`src/rtl/pixclk_gen.sv`:
```
`timescale 1ns/1ps
module pixclk_gen #(
  parameter int PW      = 4,
  parameter int DW      = 4,
  parameter int RST_PER = 1,
  parameter int RST_DLY = 1
) (
  input  logic          clk,
  input  logic          rst_n,
  input  logic [PW-1:0] period_cfg,
  input  logic          low_power,
  input  logic          invert_cfg,
  input  logic [DW-1:0] delay_cfg,
  output logic          pixclk,
  output logic          pix_en,
  output logic          adc_en
);
  localparam int CW = PW + 1;
  localparam int NJ = 2 ** (DW - 1);

  logic [PW-1:0] per_a;
  logic          lp_a, inv_a, tg;
  logic [DW-1:0] dly_a;
  logic [CW-1:0] cnt, pe, half;
  logic [NJ-1:1] s1;
  logic [NJ:1]   s2;
  logic [NJ-1:0] w1;
  logic [NJ:0]   w2;
  logic [DW-2:0] j;
  logic [DW-1:0] jp;
  logic          p1, last, hi, b1, b2, raw;

  assign pe   = lp_a ? {per_a, 1'b0} : {1'b0, per_a};
  assign half = pe >> 1;
  assign p1   = (pe == CW'(1));
  assign last = (cnt == pe - 1'b1);
  assign hi   = cnt < half;
  assign b1   = rst_n & (p1 | hi);
  assign b2   = rst_n & ~p1 & hi;

  assign pix_en = rst_n & (cnt == '0);
  assign adc_en = pix_en & (lp_a | ~tg);

  always_ff @(posedge clk) begin
    if (!rst_n) begin
      cnt   <= '0;
      per_a <= PW'(RST_PER);
      lp_a  <= 1'b0;
      inv_a <= 1'b0;
      dly_a <= DW'(RST_DLY);
      tg    <= 1'b0;
      s1    <= '0;
      s2    <= '0;
    end else begin
      cnt <= last ? '0 : cnt + 1'b1;
      if (last) begin
        per_a <= (period_cfg == '0) ? PW'(1) : period_cfg;
        lp_a  <= low_power;
        inv_a <= invert_cfg;
        dly_a <= delay_cfg;
      end
      if (pix_en) tg <= ~tg;
      s1 <= {s1[NJ-2:1], b1};
      s2 <= {s2[NJ-1:1], b2};
    end
  end

  assign w1  = {s1, b1};
  assign w2  = {s2, b2};
  assign j   = dly_a[DW-1:1];
  assign jp  = {1'b0, j} + 1'b1;
  assign raw = clk ? (dly_a[0] ? w2[jp] : w1[j])
                   : (dly_a[0] ? w1[j]  : w2[j]);
  assign pixclk = inv_a ^ raw;


  cfg_hold_chk: assert property (@(posedge clk) disable iff (!rst_n)
    (cnt != '0) |-> ($stable(per_a) && $stable(lp_a) && $stable(inv_a) && $stable(dly_a)));

  per_nonzero_chk: assert property (@(posedge clk) disable iff (!rst_n)
    per_a != '0);

  cnt_range_chk: assert property (@(posedge clk) disable iff (!rst_n)
    cnt < pe);

  pix_gap_chk: assert property (@(posedge clk) disable iff (!rst_n)
    (pix_en && !p1) |=> !pix_en);

  adc_alt_chk: assert property (@(posedge clk) disable iff (!rst_n)
    (pix_en && !lp_a && last && adc_en) |=> !adc_en);
endmodule

```
`config.mk`:
```
export PLATFORM = sky130hd
export DESIGN_NAME = pixclk_gen
export DESIGN_NICKNAME = d
export VERILOG_FILES = /design/src/rtl/pixclk_gen.sv
export SDC_FILE = /design/constraint.sdc
export NUM_CORES = 1
export LEC_CHECK = 0
export CORE_MARGIN = 4
export CORE_UTILIZATION = 41
export DETAILED_ROUTE_END_ITERATION = 8
export PLACE_DENSITY = 0.57
export SETUP_SLACK_MARGIN = 0.4
export SLEW_MARGIN = 20
export SYNTH_ARGS = -nofsm -noshare
export SYNTH_HDL_FRONTEND = slang
export SYNTH_SLANG_ARGS = --single-unit
```
`constraint.sdc`:
```
create_clock -name clk -period 2.7 [get_ports clk]
set_input_delay 0.27 -clock clk [delete_from_list [all_inputs] [get_ports clk]]
set_output_delay 0.27 -clock clk [all_outputs]
set_load 0.05 [all_outputs]
```
Word-level counts from Yosys, hierarchy flattened

Cells that the tools add are included.

Flip-flop bits (word level): 31
Bits of input ports: 12
Output and inout bits: 3
Word-level logic and storage cells: 42

Add/subtract/negate cells: 3
$lt $le $gt $ge: 4
Equality and inequality tests: 2
Mux-type cells: 11
Bitwise operators: 11
Reductions and logical operators: 3

Operator list:

| kind                | number |
|---|---|
| $bmux 1 s3          | 2 |
| $mux 1              | 6 |
| $add 5x1->5 const B | 1 |
| $and 1x1->1         | 5 |
| $eq 5x1->1 const B  | 1 |
| $eq 5x5->1          | 1 |
| $logic_not 5->1     | 1 |
| $lt 3x5->1 const B  | 1 |
| $lt 4x5->1 const B  | 1 |
| $lt 5x4->1          | 1 |
| $mux 5              | 1 |
| $sub 5x1->5 const B | 1 |
| $add 3x1->4 const B | 1 |
| $bmux 1 s4          | 1 |
| $logic_not 4->1     | 1 |
| $lt 3x4->1 const B  | 1 |
| $mux 4              | 1 |
| $not 1->1           | 3 |
| $or 1x1->1          | 2 |
| $reduce_or 2->1     | 1 |
| $xor 1x1->1         | 1 |

Logic depth before layout (Yosys ltp)

Gate-level depths: netlist (run 1).

Word-level depth: 10
Mapped depth: 11
Gate-level depth less buffers: 9

==> results of run 1 <==
## sequential cells by signal, summed over array words and instances (netlist names)
name and cells:
cnt 5, dly_a 4, inv_a 1, lp_a 1, per_a 4, s1 7, s2 8, tg 1
## power groups by stage
stage / clock, mW / combinational (mW) / sequential, mW
finish: 0.999 / 2.30 / 0.675
global route: 1.04 / 2.46 / 0.689
CTS: 0.997 / 1.94 / 0.661
detailed placement: 0.327 / 1.70 / 0.659
global placement: 0.327 / 1.68 / 0.657
floorplan: 0.273 / 1.15 / 0.660
## repair_timing
item	CTS	global route
endpoints found under the hold margin	0	0
gates resized for setup	27	20
pin swaps	6	10
cloned	0	1
setup buffers	3	4
setup endpoints to repair	19	19
## kinds of logic (layout without fill, tap and decap cells)
group | after synthesis | after routing
XOR/XNOR | 11 | 11
AO/OA/AOI/OAI | 31 | 31
multiplexers | 17 | 17
AND/OR/NAND/NOR | 59 | 59
flip-flops | 31 | 31
buffers and inverters | 17 | 74
adder cells (fa/ha/maj) | 8 | 8
## worst register-to-register path: stages (launching register included)
cell and delay [ps]:
dfxtp_2 330, buf_6 130, buf_6 120, mux2i_4 240, buf_6 130, ha_4 120, or3b_4 380, a32oi_4 210
xnor2_2 110, a211oi_4 320, clkbuf_16 230, mux2i_1 180, nor2b_1 60
## per-layer routing
metal / vias up / routed length (um) / global-route usage
met5: - / 0 / 0
met4: 0 / 72 / 0.111
met3: 7 / 222 / 0.0701
met2: 39 / 1980 / 0.263
met1: 686 / 2090 / 0.216
li1: 722 / - / -
## placed cells by master (no fill, tap or decap), types with 2 or more instances in the layout
cell type and n:
buf_4 29, dfxtp_1 28, and2_1 14, mux2i_1 12, clkbuf_8 11, clkdlybuf4s50_1 11
nor2b_1 10, inv_1 9, nand2_1 7, buf_6 7, a21oi_1 6, xor2_1 5
ha_1 5, nor2_1 4, nand3_1 4, xnor2_1 4, nor2_2 4, a211oi_4 3
mux4_2 3, o21ai_0 3, buf_12 3, nand2b_4 2, a21boi_2 2, mux2i_4 2
nor3_2 2, nand4_1 2, and3_1 2, o21a_1 2, o21ai_1 2, ha_4 2
dfxtp_2 2
## worst max path at each step
stage,end,cells after the start
global placement,pixclk,10
finish,pixclk,11
detailed placement,pixclk,10
global route,pixclk,11
CTS,pixclk,10
floorplan,pixclk,10
## Yosys cell counts, drive strengths merged (3+ instances only)
master and n:
mux2i 14, xnor2 6, inv 10, mux4 3
xor2 5, nor3 3, ha 8, and2 14
nor2 8, clkbuf 3, nand3 4, a21oi 7
nor2b 10, o21ai 6, a211oi 5, nand2b 3
nand2 8, dfxtp 31, buf 4
## final cells by class
cell class | count | area [um2]
Clock buffer | 13 | 170
Clock inverter | 1 | 7.51
Fill cell | 277 | 1220
Inverter | 10 | 37.5
Multi-Input combinational cell | 126 | 1200
Sequential cell | 31 | 627
Tap cell | 48 | 60.1
Timing Repair Buffer | 50 | 480
==> reports/qor.csv, run 1 <==
metric,value,unit
cts_tree,built,
leakage,1.05,nW
ir_drop,0.000703,V
critPathArrivalTime,2750,ps
synthMuxAreaShare,0.125,
pre_cts_slack,-506,ps
io_pins,15,
worstMarginPinSlew,359,ps
wl_per_cell,15.7,um
start_util,0.438,
syn_to_final_growth,55.2,%
rsz0062_at_grt,true,
design_area,2580,um2
path_class,flop to output pin,
rrSetupSlack,40,ps
fmax,0.331,GHz
syn-num-nets,194,
slew_violations,0,
synth_top_family_by_area,simple AND/OR/NAND/NOR gates,
pwr-share-comb,0.578,
worst_slack,-324,ps
whs_path_depth,3,
cp_max_fo,3,
dieWidth,71.7,um
dp_cells,258,
final_util,0.680,
gp_congestion,0.819,
crit_family,compound AO/OA/AOI/OAI gates,
min-delay-start,delay_cfg[0],
clkPwrFrac,0.252,
grtUsageTotal,0.178,
p_seq_frac,0.170,
drcViolationCount,0,
cp.required,2430,ps
ys_seq_area_frac,0.373,
violations,negative setup slack,
startpoint_type,flop,
synth_cell_types,42,
synth_ff_type,dfxtp_1,
fin_crit,3020,ps
place_area,2140,um2
whs,463,ps
rr_startpoint,lp_a,
drive_above_1_share,0.398,
rows,22,
dr_total_vias,1454,
synth_edf_count,0,
clk_pin_slew_worst_paths,70,ps
p_switching,1.59,mW
slew_headroom,0.760,
path_cells,nand2b_4 -> a21boi_2 -> ha_1 -> a21o_1 -> a211oi_4 -> buf_6 -> a211oi_4 -> o31ai_4 -> o32ai_4 -> xnor2_4 -> buf_6,
dp_hpwl,2800,um
finalSetupViolCount,2,
finalPower,3.97,mW
ff2ff_path_depth,12,
hold_buffers,0,
hold_path_end,dly_a[0],
grt_pass1_vias,1482,
layout.nets,249,
ys_warn_count,0,
die_y,71.7,um
drt_wl_total,4370,um
cp-end-kind,output pin,
cap_violations,0,
syn_area_per_cell,9.56,um2
firstDrtPassIters,6,
synthSimpleGateAreaFrac,0.208,
startpoint,lp_a,
port_buffers,14,
worstSkewPairLatency,390,ps
diodes,0,
synth_compound_area_frac,0.132,
postRouteAntennaNets,0,
die-area,5140,um2
synth_top_area_frac,0.373,
drt_iter0_markers,94,
yosys.area_share.adder,0.0602,
ys_async_sr_fraction,0,
min_path_type,primary input to flop,
period_share,1.12,
r2r-end,inv_a,
core_area,3800,um2
antenna_found_initial,0,
tns,-324,ps
p_sw_frac,0.401,
clock_skew,4.89,ps
synth.area.top_cells,"dfxtp_1, mux2i_1, ha_1",
cpPeakStageDelay,320,ps
grt_max_degree,17,
yosys.area_share.xor_xnor,0.0579,
via_per_inst,5.21,
grt_pass1_wl,6800,um
synth_largest_area_cell,dfxtp_1,
finalHoldViolCount,0,
slowest_stage,dfxtp_2,
synthCells,174,
cellPowerDensity,1540,nW/um2
syn_area,1660,um2
cp.buffers_inverters,2,
fin_cells,279,
p_int,2.38,mW
outcome,"finished, violations left",
overflow,0,
synth_seq_cells,31,
(Power assumes the default switching activity.)
==> run 2: changes to the inputs <==
--- a/config.mk
+++ b/config.mk
@@ -5,10 +5,10 @@
 export SDC_FILE = /design/constraint.sdc
 export NUM_CORES = 1
 export LEC_CHECK = 0
-export CORE_MARGIN = 4
+export ABC_AREA = 1
 export CORE_UTILIZATION = 41
 export DETAILED_ROUTE_END_ITERATION = 8
-export PLACE_DENSITY = 0.57
+export PLACE_DENSITY_LB_ADDON = 0.3
 export SETUP_SLACK_MARGIN = 0.4
 export SLEW_MARGIN = 20
 export SYNTH_ARGS = -nofsm -noshare
==> reports/qor.csv, run 2 <==
metric,value,unit,change
outcome,"finished, violations left",,
violations,negative setup slack,,
cp-end-kind,output pin,,
gp_congestion,0.786,,-4.1%
synth_ff_type,dfxtp_1,,
cp_max_fo,6,,+3
synth_edf_count,0,,unchanged
ir_drop,0.00110,V,+56%
postRouteAntennaNets,0,,unchanged
syn_area_per_cell,7.10,um2,-26%
worst_slack,-228,ps,+96.6 ps
min_path_type,flop to flop,,
largest_registers,"s2 x8, s1 x7, cnt x5",,
path_class,flop to output pin,,
hold_buffers,0,,unchanged
synth_largest_area_cell,dfxtp_1,,
slew_headroom,0.761,,+0.00111
synth_seq_cells,31,,unchanged
grt_max_degree,27,,+10
syn-num-nets,256,,+32%
wl_per_cell,12.9,um,-18%
synthCells,236,,+36%
die_y,65.9,um,-8.1%
drt_iter0_markers,60,,-36%
largest_reg_flops,8,,unchanged
layout_commonest_cell,nand2_1,,
final_cell_mix,"nand2_1, inv_1, dfxtp_1",,
firstDrtPassIters,4,,-2
synth.area.top_cells,"dfxtp_1, nand2_1, inv_1",,
ys_async_sr_fraction,0,,unchanged
yosys.cell_count.top_type,nand2_1,,
met2_usage,0.321,,+0.0582
grtUsageMet3,0.0862,,+0.0161
grtUsageTotal,0.221,,+0.0423
finalHoldViolCount,0,,unchanged
antenna_found_initial,0,,unchanged
layout.nets,310,,+24%
final-seq-area,626,um2,-0.20%
startpoint_type,flop,,
worstMarginPinSlew,358,ps,-0.901 ps
drcViolationCount,0,,unchanged
tns,-228,ps,+96.6 ps
synth_commonest_cells,"nand2_1, inv_1, dfxtp_1, a21oi_1, nor2_1",,
core_area,3800,um2,unchanged
critPathArrivalTime,2660,ps,-90 ps
rsz0062_at_grt,true,,
dr_total_vias,1709,,+18%
whs,430,ps,-32.4 ps
period_share,1.08,,-0.0358
ys_seq_area_frac,0.370,,-0.00251
regMostFlops,s2,,
worstSkewPairLatency,400,ps,about the same
fillers,299,,+7.9%
synth_top_area_frac,0.370,,-0.00251
start_util,0.441,,+0.00296
cts_tree,built,,
fmax,0.342,GHz,+3.3%
fin_crit,2930,ps,-96.6 ps
rows,22,,unchanged
via_per_inst,5.03,,-3.5%
cp.required,2430,ps,about the same
syn_to_final_growth,45.4,%,
finalSetupViolCount,5,,+3
pre_cts_slack,-207,ps,+298 ps
cellPowerDensity,1260,nW/um2,-18%
multiInputGateArea,983,um2,-18%
overflow,0,,unchanged
io_pins,15,,unchanged
diodes,0,,unchanged
cap_violations,0,,unchanged
port_buffers,14,,unchanged
globalRouteMet1Util,0.242,,+0.0255
die-area,4350,um2,-15%
dp_hpwl,2500,um,-11%
top_usage_layer,met2,,
synth_cell_types,29,,-31%
dieWidth,65.9,um,-8.1%
drive_above_1_share,0.315,,-0.0832
clock_skew,8.62,ps,+3.74 ps
ys_warn_count,0,,unchanged
leakage,1.21,nW,+16%
grt_pass1_wl,6780,um,-0.21%
grt_pass1_vias,1671,,+13%
drt_wl_total,4380,um,+0.30%
slew_violations,0,,unchanged
clk_pin_slew_worst_paths,70,ps,about the same
syn_area,1680,um2,+0.68%
-- run 2: cell count changes after synthesis, sizes merged, moves of 6 or more --
cell and change:
nand2 +54, inv +28, a21oi +17, and2 -14
mux2i -14, nor2 +11, o21ai +11, nor2b -10
nand3 +6
-- run 2: layout make-up --
type / count / area share
clock inverters: 3 / 0.00514
repair buffers: 44 / 0.162
clock buffers: 17 / 0.0899
multi-input cells: 160 / 0.404
inverters: 37 / 0.0580
well taps: 48 / 0.0247
flip-flops and latches: 31 / 0.257
-- run 2: power by group --
| group | internal, mW | leakage [nW] | switching, mW | total, mW |
|---|---|---|---|---|
| registers | 0.551 | 0.254 | 0.0748 | 0.626 |
| clock network | 0.662 | 0.164 | 0.502 | 1.16 |
| logic | 0.573 | 0.795 | 0.706 | 1.28 |
| total | 1.79 | 1.21 | 1.28 | 3.07 |
-- run 2: kinds of logic after synthesis --
group                    count (synthesis)  share of synthesized area
AO/OA/AOI/OAI                           46                      0.157
XOR/XNOR                                 8                     0.0418
adder cells (fa/ha/maj)                  8                     0.0597
buffers and inverters                   45                      0.115
flip-flops                              31                      0.370
AND/OR/NAND/NOR                         98                      0.256
-- run 2: repair_timing --
| action | CTS | global route |
|---|---|---|
| setup buffers | 5 | 5 |
| resized for setup | 22 | 26 |
| pin swaps | 8 | 13 |
| endpoints found under the setup margin | 5 | 6 |
-- run 2: metrics by stage --
| stage | std cells | utilization | area, um2 | total power, mW |
|---|---|---|---|---|
| 5_1_grt | 340 | 0.641 | 2440 | 3.27 |
| 3_3_place_gp | 312 | 0.528 | 2000 | 1.77 |
| 4_1_cts | 335 | 0.608 | 2310 | 2.70 |
| 6_report | 340 | 0.641 | 2440 | 3.07 |
| 3_5_place_dp | 312 | 0.528 | 2000 | 1.79 |
| 2_1_floorplan | 236 | - | 1680 | 1.48 |
-- run 2: worst max-delay path, stage by stage, from the launching register on --
cell and delay, ps:
dfxtp_4 380, o21ai_2 170, inv_2 70, ha_4 270
nand2_2 40, nor2_1 90, nand2_1 80, nand2_2 120
nand2_1 70, nand3_1 60, nand2_1 60, nand2_1 70
nand2_2 80, buf_6 120, buf_6 110, nand2_4 60
nand3_4 90, nand2_4 90, nand2_4 50, nand2_4 60
buf_8 140
-- run 2: worst paths after layout --
kind / from / to / slack, ps / depth (start not counted)
worst max-delay path: lp_a / pixclk / -230 / 20
worst min-delay path: s1[2] / s1[3] / 430 / 2
worst max register to register: lp_a / lp_a / 490 / 14
worst min register to register: s1[2] / s1[3] / 430 / 2
-- run 2: per-layer routing --
layer  wire (um)  vias up
met1        1890      767
met5           0        -
met2        2050       68
li1            -      853
met4         156        0
met3         283       21
